===== config.mk =====
export PLATFORM = sky130hd
export DESIGN_NAME = mbx_state_irq
export DESIGN_NICKNAME = d
export VERILOG_FILES = /design/src/rtl/mbx_pkg.sv /design/src/rtl/mbx_chan_tracker.sv /design/src/rtl/mbx_flag.sv /design/src/rtl/mbx_alive.sv /design/src/rtl/mbx_state_irq.sv
export SDC_FILE = /design/constraint.sdc
export NUM_CORES = 1
export LEC_CHECK = 0
export BUFFER_PORTS_ARGS = -buffer_cell sky130_fd_sc_hd__buf_2
export CAP_MARGIN = 40
export CORE_MARGIN = 3
export CORE_UTILIZATION = 53
export DETAILED_ROUTE_END_ITERATION = 16
export MAX_ROUTING_LAYER = met4
export PLACE_DENSITY = 0.73
export SLEW_MARGIN = 40
export SYNTH_ARGS = -nofsm -noshare
export SYNTH_HDL_FRONTEND = slang
export SYNTH_SLANG_ARGS = --single-unit

===== constraint.sdc =====
create_clock -name clk_i -period 3.8 [get_ports clk_i]
set_input_delay 0.76 -clock clk_i [delete_from_list [all_inputs] [get_ports clk_i]]
set_output_delay 0.76 -clock clk_i [all_outputs]
set_load 0.02 [all_outputs]

===== src/rtl/mbx_pkg.sv =====
package mbx_pkg;
  localparam int AW = 16;

  typedef enum logic [7:0] {
    ST_IDLE     = 8'h00,
    ST_NEW      = 8'h01,
    ST_RCVD     = 8'h02,
    ST_COMPLETE = 8'h03
  } ch_state_e;

  typedef struct packed {
    logic          we;
    logic [AW-1:0] addr;
    logic [7:0]    data;
  } snoop_t;
endpackage


===== src/rtl/mbx_chan_tracker.sv =====
module mbx_chan_tracker
  import mbx_pkg::*;
#(
  parameter int            N_CHAN = 7,
  parameter logic [AW-1:0] BASE   = '0,
  parameter logic [7:0]    MATCH  = 8'h00
) (
  input  logic              clk_i,
  input  logic              rst_ni,
  input  snoop_t            cp_i,
  input  snoop_t            host_i,
  output logic [N_CHAN-1:0] map_o,
  output logic              hit_o
);
  logic [N_CHAN-1:0] cp_set;

  for (genvar g = 0; g < N_CHAN; g++) begin : g_ch
    localparam logic [AW-1:0] ChAddr = BASE + AW'(g);
    logic       cp_sel, host_sel;
    logic [7:0] st_q;

    assign cp_sel   = cp_i.we   && (cp_i.addr   == ChAddr);
    assign host_sel = host_i.we && (host_i.addr == ChAddr);

    // coprocessor port wins a same-byte collision
    always_ff @(posedge clk_i or negedge rst_ni) begin
      if (!rst_ni)       st_q <= ST_IDLE;
      else if (cp_sel)   st_q <= cp_i.data;
      else if (host_sel) st_q <= host_i.data;
    end

    assign map_o[g]  = (st_q == MATCH);
    assign cp_set[g] = cp_sel && (cp_i.data == MATCH);
  end

  assign hit_o = |cp_set;
endmodule


===== src/rtl/mbx_flag.sv =====
module mbx_flag (
  input  logic clk_i,
  input  logic rst_ni,
  input  logic set_i,
  input  logic clr_i,
  output logic flag_o
);
  // set has priority so an event is never lost
  always_ff @(posedge clk_i or negedge rst_ni) begin
    if (!rst_ni) flag_o <= 1'b0;
    else         flag_o <= set_i | (flag_o & ~clr_i);
  end
endmodule


===== src/rtl/mbx_alive.sv =====
module mbx_alive
  import mbx_pkg::*;
#(
  parameter logic [AW-1:0] ADDR = '0
) (
  input  logic   clk_i,
  input  logic   rst_ni,
  input  snoop_t cp_i,
  input  snoop_t host_i,
  output logic   alive_o
);
  logic [7:0] alive_q;

  always_ff @(posedge clk_i or negedge rst_ni) begin
    if (!rst_ni)                                  alive_q <= 8'h00;
    else if (cp_i.we && cp_i.addr == ADDR)        alive_q <= cp_i.data;
    else if (host_i.we && host_i.addr == ADDR)    alive_q <= host_i.data;
  end

  assign alive_o = (alive_q == 8'hFF);
endmodule


===== src/rtl/mbx_state_irq.sv =====
module mbx_state_irq
  import mbx_pkg::*;
#(
  parameter int            N_CHAN          = 7,
  parameter logic [15:0]   TX_STATE_BASE   = 16'h0300,
  parameter logic [15:0]   RX_STATE_BASE   = 16'h0308,
  parameter logic [15:0]   ALIVE_ADDR      = 16'h0310
) (
  input  logic              clk_i,
  input  logic              rst_ni,
  input  logic              cp_we_i,
  input  logic [15:0]       cp_addr_i,
  input  logic [7:0]        cp_wdata_i,
  input  logic              host_we_i,
  input  logic [15:0]       host_addr_i,
  input  logic [7:0]        host_wdata_i,
  input  logic              int0_clr_i,
  input  logic              int1_clr_i,
  output logic              int0_o,
  output logic              int1_o,
  output logic [N_CHAN-1:0] tx_done_map_o,
  output logic [N_CHAN-1:0] rx_new_map_o,
  output logic              alive_o
);
  snoop_t cp_w, host_w;
  logic   tx_hit, rx_hit;

  assign cp_w   = '{we: cp_we_i,   addr: cp_addr_i,   data: cp_wdata_i};
  assign host_w = '{we: host_we_i, addr: host_addr_i, data: host_wdata_i};

  mbx_chan_tracker #(
    .N_CHAN(N_CHAN), .BASE(TX_STATE_BASE), .MATCH(ST_COMPLETE)
  ) u_tx (
    .clk_i, .rst_ni, .cp_i(cp_w), .host_i(host_w),
    .map_o(tx_done_map_o), .hit_o(tx_hit)
  );

  mbx_chan_tracker #(
    .N_CHAN(N_CHAN), .BASE(RX_STATE_BASE), .MATCH(ST_NEW)
  ) u_rx (
    .clk_i, .rst_ni, .cp_i(cp_w), .host_i(host_w),
    .map_o(rx_new_map_o), .hit_o(rx_hit)
  );

  mbx_flag u_int0 (.clk_i, .rst_ni, .set_i(tx_hit), .clr_i(int0_clr_i), .flag_o(int0_o));
  mbx_flag u_int1 (.clk_i, .rst_ni, .set_i(rx_hit), .clr_i(int1_clr_i), .flag_o(int1_o));

  mbx_alive #(.ADDR(ALIVE_ADDR)) u_alive (
    .clk_i, .rst_ni, .cp_i(cp_w), .host_i(host_w), .alive_o
  );
endmodule


== Word level (Yosys, flattened, before mapping) ==
Index checks and enable logic that the tools add are counted.

* Word-level logic and storage cells: 161
* Bits of input ports: 54
* Bits in registers: 122

* Multiplexer cells: 30
* Eq/ne operators: 47
* Reductions and logical operators: 61
* Bitwise logic cells: 6

{| class="wikitable"
|+ Operators with widths
! cell !! count
|-
| $eq 16x10->1 const B || 30
|-
| $mux 8 || 30
|-
| $eq 8x1->1 const B || 8
|-
| $eq 8x2->1 const B || 8
|-
| $logic_and 1x1->1 || 44
|-
| $reduce_bool 2->1 || 15
|-
| $reduce_or 7->1 || 2
|-
| $eq 8x8->1 const B || 1
|-
| $and 1x1->1 || 2
|-
| $not 1->1 || 2
|-
| $or 1x1->1 || 2
|}

== Longest topological paths before layout ==
Gate-level depths: netlist of the first run.

* Depth in word-level cells: 5
* Gate-level depth with buffers: 7
* Gate-level depth less buffers: 4

== By module ==
A second synthesis of the first run with hierarchy kept.

* Cell total of the unflattened synthesis: 758
* Area, all modules: 7,392.1 um2

{| class="wikitable"
|+ By module, submodules not included
! module !! cells an instance !! times used !! area an instance (um2)
|-
| mbx_chan_tracker at u_rx || 358 || 1 || 3,365.7
|-
| mbx_chan_tracker at u_tx || 331 || 1 || 3,357.0
|-
| mbx_alive || 63 || 1 || 596.8
|-
| mbx_flag || 3 || 2 || 36.3
|}

== Least setup slack after synthesis of the first run ==
No wires, ideal clock.

* Kind: input-to-reg
* Start: in cp_addr_i[13]
* End: reg u_rx.g_ch[1].st_q[0]
* Data required time: 3,670 ps
* Cell stages on the path: 7
* Setup time: 130 ps
* Data arrival time: 2,516 ps
* Path slack: 1,155 ps
* Path through: or4_1 buf_4 or4_4 buf_6 buf_6 nor4_1 a21oi_1

* Longest elaborated chain between the ends: 3

{| class="wikitable"
|+ Ends and longest elaborated chain
! what !! RTL line !! RTL
|-
| start, declared || mbx_state_irq.sv:12 || <nowiki>input logic [15:0] cp_addr_i,</nowiki>
|-
| $eq 16x10->1 * || mbx_chan_tracker.sv:22 || <nowiki>assign cp_sel = cp_i.we && (cp_i.addr == ChAddr);</nowiki>
|-
| $logic_and 1x1->1 * || mbx_chan_tracker.sv:22 ||
|-
| $mux 8 or $reduce_bool 2->1 (tied branches) || - ||
|-
| end signal, assigned || mbx_chan_tracker.sv:28 || <nowiki>else if (cp_sel) st_q <= cp_i.data;</nowiki>
|-
| end signal, assigned || mbx_chan_tracker.sv:29 || <nowiki>else if (host_sel) st_q <= host_i.data;</nowiki>
|-
| end, declared || mbx_chan_tracker.sv:20 || <nowiki>logic [7:0] st_q;</nowiki>
|}

Every way passes the cells marked *; elsewhere a longest branch is shown, timed or not.
A chain may end at the register's enable or synchronous reset.

== Final worst setup path of the first run ==
* Start: in cp_addr_i[5]
* End: reg u_rx.g_ch[5].st_q[0]

* Longest elaborated chain between the ends: 3

{| class="wikitable"
|+ Ends and longest elaborated chain
! what !! RTL line
|-
| $eq 16x10->1 * || mbx_chan_tracker.sv:22
|-
| $logic_and 1x1->1 * || mbx_chan_tracker.sv:22
|-
| $mux 8 or $reduce_bool 2->1 (tied branches) || -
|-
| end signal, assigned || mbx_chan_tracker.sv:28
|-
| end signal, assigned || mbx_chan_tracker.sv:29
|-
| end, declared || mbx_chan_tracker.sv:20
|}

Marks and branches as above.

==> flow_summary.json, run 1 <==
{
  "tns_ns": 0,
  "synth_adder_area_share_pct": 0,
  "synth_top_area_share_pct": 41.65,
  "critPathRequiredTime_ns": 4.10,
  "cts_post_setup_buffers_inserted": 0,
  "status": "finished, final reports clean",
  "grt-ovfl-total": 0,
  "grt_pass1_vias": 7413,
  "slew_viol_final": 0,
  "antenna_found_initial": 0,
  "synth-seq-area-share_pct": 41.65,
  "synth_xor_area_share_pct": 0,
  "viasPerCell": 7.746,
  "cts.sinks": 122,
  "hold_violations": 0,
  "gp_congestion": 0.8256,
  "muxShareOfSynthArea_pct": 0,
  "drive_gt1_share_pct": 16.84,
  "clk_pin_slew_ns": 0.05,
  "tightestPinTransition_ns": 0.8219,
  "antenna_cells": 0,
  "ctsHoldBuffers": 0,
  "synthSimpleGateAreaFrac_pct": 19.51,
  "critPathKind": "in -> reg",
  "synth-main-ff-cell": "dfrtp_1",
  "syn_area_sq_mm": 0.007330,
  "io_buffers": 70,
  "avgSynthCellArea_sq_um": 8.643,
  "ys_ff_latch": 122,
  "core-area_sq_mm": 0.01340,
  "antenna_left": 0,
  "wire_per_inst_um": 26.09,
  "clk_latency_ns": 0.43,
  "die_x_um": 123.6,
  "postSynthCellCount": 848,
  "period_minus_slack_ns": 2.826,
  "die_h_um": 123.6,
  "synthArstFlopShare_pct": 100.0,
  "finClkSkew_ns": 0,
  "max-cap-violations": 0,
  "post-route-period-util_pct": 74.37,
  "final_cell_area_sq_mm": 0.008127,
  "critPathLaunchType": "input pin",
  "hold_path.class": "in -> async",
  "synth_top_family_by_area": "compound AO/OA/AOI/OAI gates",
  "start_util_pct": 54.70,
  "fmaxAchievable_mhz": 353.9,
  "dp_hpwl_um": 14480,
  "drcViolationCount": 0,
  "cts_resized": 0,
  "synth_top_area_cell": "dfrtp_1",
  "io_pins": 71,
  "peakVddDrop_v": 0.0003172,
  "max_slew_margin_pct": 45.20,
  "dpl-instance-area_sq_mm": 0.007567,
  "cts_root_buf": "clkbuf_16",
  "p_leak_nw": 3.102,
  "reg2regPathDepth": 2,
  "fin_nets": 884,
  "wirelength_um": 26590,
  "cts_buffers": 17,
  "setup_viol": 0,
  "tritoncts": "built",
  "cp.arrival_ns": 3.13,
  "synth-compound-area-share_pct": 31.10,
  "drt_iter0_drc": 1297,
  "drtPass1Iterations": 6,
  "synth_area_leaders": "dfrtp_1, a32oi_1, a21oi_1",
  "globalRouteTotalUtil_pct": 35.98,
  "rsz0062_at_grt": "false",
  "vias": 7893,
  "htree_num_levels": 4,
  "grt_pass1_wl_um": 40640,
  "fp-row-count": 42,
  "syn2layout_area_growth_pct": 10.87,
  "cp-end-kind": "flip-flop",
  "grt_max_degree": 65,
  "synthDistinctLibCells": 37,
  "yosysWarnings": 0,
  "cts_buffer_depth": 2,
  "syn-num-nets": 902,
  "die_area_sq_mm": 0.01528,
  "path_max_fanout": 64,
  "pwr_density_cell_mw_per_mm2": 382.1,
  "synth_edf_count": 0
}
area by class of cell:
class / count / area (sq um)
fill: 1101 / 5274
clock buffer: 23 / 457.9
timing repair buffer: 94 / 533.0
multi-input combinational: 592 / 3754
inverter: 3 / 11.26
clock inverter: 9 / 97.59
sequential: 122 / 3053
tap: 176 / 220.2
critical path, cell delays in order:
cell and delay, ns:
buf_2 0.10, or4b_1 0.79, or4_4 0.91, nor4_1 0.43
a21oi_1 0.07
registers in the layout (all words and copies together), names as in the netlist:
register,cells
u_rx.g_ch.st_q,56
u_tx.g_ch.st_q,56
u_alive.alive_q,8
u_int0.flag_o,1
u_int1.flag_o,1
kinds of logic after synthesis:
group / Yosys count
compound gates: 362
buf+inv: 134
flops: 122
simple gates: 230
path summary, 6_finish.rpt:
check | from | to | slack (ns)
hold reg to reg | u_rx.g_ch[6].st_q[1] | u_rx.g_ch[6].st_q[1] | 0.54
max in group asynchronous | rst_ni | u_rx.g_ch[1].st_q[4] | 2.45
setup / recovery | cp_addr_i[5] | u_rx.g_ch[5].st_q[0] | 0.97
hold / removal | rst_ni | u_alive.alive_q[0] | 0.36
min in group clk_i | int0_clr_i | u_int0.flag_o | 0.51
setup reg to reg | u_rx.g_ch[3].st_q[2] | u_rx.g_ch[3].st_q[2] | 3.05
layout by cell type (no fill, tap or decap), types with 6 or more instances in the layout:
cell type / synthesis / final
nand2b_1: 8 / 6
and4b_1: 8 / 8
dfrtp_1: 122 / 122
buf_4: 1 / 25
nand2_1: 11 / 10
nor3_1: 54 / 53
nand4_1: 7 / 7
o21ai_0: 115 / 115
clkinv_2: 0 / 6
nor4_1: 79 / 79
clkbuf_16: 0 / 17
nor2_1: 15 / 14
a21oi_1: 116 / 116
a32oi_1: 120 / 120
or4_1: 14 / 14
buf_2: 6 / 69
metrics by stage:
step           total power, mW  hold slack (ns)  std cells  setup slack (ns)  util, %
3_5_place_dp             1.547           0.5301        987            0.5942    56.47
2_1_floorplan            1.426           0.4644        848             1.155        -
5_1_grt                  3.173           0.4141       1019            0.9267    60.64
6_report                 3.105           0.3648       1019            0.9740    60.64
4_1_cts                  3.094           0.3850       1019             1.029    60.62
3_3_place_gp             1.542           0.5183        987            0.6845    56.42
report_power, final:
group          internal (mW)  switching, mW  total, mW
logic                 0.0420          0.194      0.236
clock network          0.973          0.595       1.57
registers               1.30       0.000660       1.30
synth_stat cells, types with 3 or more instances:
cell type and number:
dfrtp_1 122, a32oi_1 120, a21oi_1 116, o21ai_0 115
clkbuf_1 105, nor4_1 79, nor3_1 54, nor2_1 15
or4_1 14, buf_1 12, nand2_1 11, and4b_1 8
nand2b_1 8, buf_6 7, nand4_1 7, buf_2 6
nor4_2 6, o21ai_1 5, a2bb2oi_1 4, and4_1 4
or2_2 4, inv_1 3, nand3_1 3, nor2b_1 3
routing by layer:
metal | wire length [um] | GRT usage (%) | vias to the layer above
li1 | - | - | 3342
met1 | 10040 | 47.05 | 3780
met2 | 11840 | 50.25 | 644
met3 | 3508 | 11.17 | 127
met4 | 1197 | 18.62 | 0
met5 | 0 | - | -
No activity file was read; power rests on OpenSTA's default activity.
==> inputs of run 2 (changes only) <==
Clock period 3.8 ns to 2.6 ns, I/O delays scaled along.
==> flow_summary.json, run 2 (synthesis results as in run 1) <==
{
  "critPathRequiredTime_ns": 2.08,
  "ctsHoldBuffers": 0,
  "core-area_sq_mm": 0.01340,
  "io_buffers": 70,
  "power_frac_seq_pct": 43.5,
  "clk_pin_slew_ns": 0.05,
  "gp_congestion": 0.8459,
  "wirelength_um": 26100,
  "antenna_cells": 0,
  "layout_common_cells": "dfrtp_1, a32oi_1, a21oi_1",
  "critical_path.n_buffers_inverters": 1,
  "rsz0062_at_grt": "false",
  "path_max_fanout": 2,
  "grt_max_degree": 63,
  "grt_use_met2_pct": 51.98,
  "power_frac_comb_pct": 8.0,
  "cp_cell_sequence": "or4_1, nor4_1, buf_2",
  "peakVddDrop_v": 0.0003805,
  "max_slew_margin_pct": 59.72,
  "pwr_density_cell_mw_per_mm2": 529.3,
  "use_met1_pct": 46.55,
  "die_x_um": 123.6,
  "cp-end-kind": "output pin",
  "critPathKind": "reg -> out",
  "htree_num_levels": 4,
  "die_area_sq_mm": 0.01528,
  "hold_slack_ns": 0.1003,
  "critPathLaunchType": "flip-flop",
  "cts_root_buf": "clkbuf_16",
  "globalRouteTotalUtil_pct": 35.51,
  "mostFrequentLayoutCell": "dfrtp_1",
  "max-cap-violations": 0,
  "setup_viol": 0,
  "tns_ns": 0,
  "tritoncts": "built",
  "fp-row-count": 42,
  "finalPower_mw": 4.380,
  "hold_path.class": "in -> async",
  "slowest_delay_ns": 0.55,
  "p_leak_nw": 3.177,
  "antenna_left": 0,
  "cts.sinks": 122,
  "viasPerCell": 7.703,
  "grt_pass1_vias": 7498,
  "cts_resized": 0,
  "start_util_pct": 54.70,
  "tightestPinTransition_ns": 0.6020,
  "drtPass1Iterations": 8,
  "largestRegisters": "u_rx.g_ch.st_q x56, u_tx.g_ch.st_q x56, u_alive.alive_q x8",
  "syn2layout_area_growth_pct": 12.89,
  "busiest_layer": "met2",
  "status": "finished, final reports clean",
  "grt-ovfl-total": 0,
  "p_int_mw": 3.288,
  "cp_slowest_cell": "or4_1",
  "grt_pass1_wl_um": 40600,
  "wire_per_inst_um": 25.34,
  "cts_post_setup_buffers_inserted": 0,
  "path_delay_family": "simple AND/OR/NAND/NOR gates",
  "drive_gt1_share_pct": 17.80,
  "cts_buffers": 17,
  "use_met3_pct": 8.629,
  "hold_violations": 0,
  "switchingPower_mw": 1.092,
  "clock_power_share_pct": 48.5,
  "sw_frac_of_total_pct": 24.93,
  "slew_viol_final": 0,
  "fin_nets": 899,
  "cp.arrival_ns": 2.03,
  "clk_latency_ns": 0.42,
  "vias": 7934,
  "dp_hpwl_um": 14590,
  "drt_iter0_drc": 1353,
  "io_pins": 71,
  "finClkSkew_ns": 0,
  "fmaxAchievable_mhz": 391.7,
  "post-route-period-util_pct": 98.20,
  "die_h_um": 123.6,
  "antenna_found_initial": 0,
  "drcViolationCount": 0,
  "cts_buffer_depth": 2,
  "period_minus_slack_ns": 2.553
}
## run 2: path summary, 6_finish.rpt
check	from	endpoint	slack, ns	depth (start not counted)
hold / removal	rst_ni	u_alive.alive_q[1]	0.10	1
setup reg to reg	u_rx.g_ch[1].st_q[2]	u_rx.g_ch[1].st_q[2]	1.87	2
min in group clk_i	int0_clr_i	u_int0.flag_o	0.28	2
max in group asynchronous	rst_ni	u_tx.g_ch[3].st_q[4]	1.74	2
setup / recovery	u_tx.g_ch[1].st_q[5]	tx_done_map_o[1]	0.05	3
hold reg to reg	u_rx.g_ch[6].st_q[1]	u_rx.g_ch[6].st_q[1]	0.54	2
## run 2: area by class of cell
class	count	area, sq um
sequential	122	3053
fill	1183	5126
clock inverter	3	15.01
timing repair buffer	109	720.7
clock buffer	25	505.5
multi-input combinational	592	3749
tap	176	220.2
inverter	3	11.26
## run 2: metal layers
layer,wire length [um],vias up,share of wire (%)
met4,1068,0,4.1
met2,11800,609,45
met3,3298,107,13
met1,9931,3857,38
met5,0,-,0
li1,-,3361,-
## run 2: metrics by stage
step / cells / worst slack (ns) / utilization, % / instance area, sq um
CTS: 1030 / 0.02263 / 61.73 / 8272
detailed placement: 1002 / -0.02282 / 57.84 / 7751
global route: 1030 / 0.01396 / 61.75 / 8274
finish: 1030 / 0.04687 / 61.75 / 8274
floorplan: 848 / 0.1947 / - / 7330
global placement: 1002 / 0.09762 / 57.82 / 7749
## run 2: power by group through the flow
stage | logic, mW | registers, mW | clock network [mW]
2_1_floorplan | 0.148 | 1.94 | 0
3_3_place_gp | 0.327 | 1.94 | 0
3_5_place_dp | 0.335 | 1.94 | 0
4_1_cts | 0.336 | 1.90 | 2.15
5_1_grt | 0.364 | 1.90 | 2.23
6_report | 0.352 | 1.90 | 2.12
==> inputs of run 3 (changes only) <==
Settings changed: CTS_BUF_LIST set to sky130_fd_sc_hd__clkbuf_16.
==> flow_summary.json, run 3 (synthesis results as in run 1) <==
{
  "r2r_end": "u_rx.g_ch[0].st_q[5]",
  "antenna_left": 0,
  "hold_path.class": "in -> async",
  "path_delay_family": "simple AND/OR/NAND/NOR gates",
  "grt_pass1_wl_um": 40420,
  "wire_per_inst_um": 25.15,
  "clk_latency_ns": 0.42,
  "mostFrequentLayoutCell": "dfrtp_1",
  "vias": 7902,
  "reg2regPathDepth": 2,
  "finalPower_mw": 4.211,
  "start_util_pct": 54.70,
  "pwr_density_cell_mw_per_mm2": 512.1,
  "grt_max_degree": 63,
  "cts.sinks": 122,
  "tritoncts": "built",
  "period_minus_slack_ns": 2.590,
  "grt-ovfl-total": 0,
  "drtPass1Iterations": 6,
  "path_max_fanout": 2,
  "drcViolationCount": 0,
  "globalRouteTotalUtil_pct": 35.31,
  "layout_setup_ws_ns": 0.01041,
  "syn2layout_area_growth_pct": 12.21,
  "fp-row-count": 42,
  "gp_congestion": 0.8459,
  "antenna_found_initial": 0,
  "io_pins": 71,
  "rsz0062_at_grt": "false",
  "setup_viol": 0,
  "tightestPinTransition_ns": 0.6129,
  "clk_pin_slew_ns": 0.05,
  "core-area_sq_mm": 0.01340,
  "cp_cell_sequence": "or4_1, nor4_1, buf_2",
  "io_buffers": 70,
  "cts_root_buf": "clkbuf_16",
  "viasPerCell": 7.672,
  "peakVddDrop_v": 0.0003791,
  "max-cap-violations": 0,
  "fmaxAchievable_mhz": 386.2,
  "cts_resized": 0,
  "die_h_um": 123.6,
  "antenna_cells": 0,
  "drt_iter0_drc": 1214,
  "grt_pass1_vias": 7492,
  "fin_nets": 899,
  "critPathLaunchType": "flip-flop",
  "p_leak_nw": 3.162,
  "htree_num_levels": 4,
  "largestRegisters": "u_rx.g_ch.st_q x56, u_tx.g_ch.st_q x56, u_alive.alive_q x8",
  "status": "finished, final reports clean",
  "cts_buffer_depth": 2,
  "die_area_sq_mm": 0.01528,
  "slowest_delay_ns": 0.55,
  "cts_buffers": 17,
  "finalNonFillerCells": 1030,
  "critical_path.n_buffers_inverters": 1,
  "critPathKind": "reg -> out",
  "wirelength_um": 25910,
  "hold_slack_ns": 0.09582,
  "cp-end-kind": "output pin",
  "cp.arrival_ns": 2.07,
  "hold_violations": 0,
  "drive_gt1_share_pct": 17.21,
  "cp_slowest_cell": "or4_1",
  "ctsHoldBuffers": 0,
  "r2r_start": "u_rx.g_ch[0].st_q[5]",
  "layout_common_cells": "dfrtp_1, a32oi_1, a21oi_1",
  "place_inst": 1002,
  "dp_hpwl_um": 14590,
  "critPathRequiredTime_ns": 2.08,
  "finClkSkew_ns": 0,
  "slew_viol_final": 0,
  "ff2ff_setup_slack_ns": 1.87,
  "max_slew_margin_pct": 59.02,
  "dp_slack_ns": -0.02282,
  "die_x_um": 123.6,
  "post-route-period-util_pct": 99.60,
  "cts_post_setup_buffers_inserted": 0
}
-- run 3: how the worst max path moves through the flow --
stage / end / startpoint / cells after the start
2_1_floorplan: u_rx.g_ch[1].st_q[0] / cp_addr_i[13] / 7
3_3_place_gp: u_rx.g_ch[3].st_q[7] / cp_addr_i[13] / 7
3_5_place_dp: u_rx.g_ch[6].st_q[4] / cp_addr_i[5] / 6
4_1_cts: tx_done_map_o[1] / u_tx.g_ch[1].st_q[5] / 3
5_1_grt: tx_done_map_o[1] / u_tx.g_ch[1].st_q[5] / 3
6_report: tx_done_map_o[1] / u_tx.g_ch[1].st_q[5] / 3
-- run 3: layout make-up --
type	count	area, sq um
fillers	1190	5176
multi-input cells	592	3749
flip-flops and latches	122	3053
clock inverters	11	45.04
inverters	3	11.26
clock buffers	17	425.4
well taps	176	220.2
repair buffers	109	720.7
-- run 3: worst register-to-register path: stages (launching register included) --
cell and delay [ns]:
dfrtp_1 0.35, o21ai_0 0.10, a21oi_1 0.20
-- run 3: routing by layer --
metal	part of all wire (%)	up-vias	GRT usage, %	wire length [um]
li1	-	3370	-	-
met1	38	3788	46.43	9778
met2	45	621	51.40	11780
met3	13	123	9.037	3255
met4	4.2	0	16.40	1096
met5	0	-	-	0
-- run 3: per-stage QoR --
step                setup TNS (ns)  utilization, %  cell area, sq um
floorplan                        0               -              7330
global placement                 0           57.82              7749
detailed placement        -0.02282           57.84              7751
CTS                              0           61.35              8222
global route                     0           61.37              8224
finish                           0           61.37              8224
-- run 3: power breakdown --
group	total (mW)	switching [mW]	leakage, nW	internal (mW)
registers	1.90	0.000943	1.71	1.90
logic	0.350	0.281	1.21	0.0695
clock network	1.96	0.802	0.245	1.16
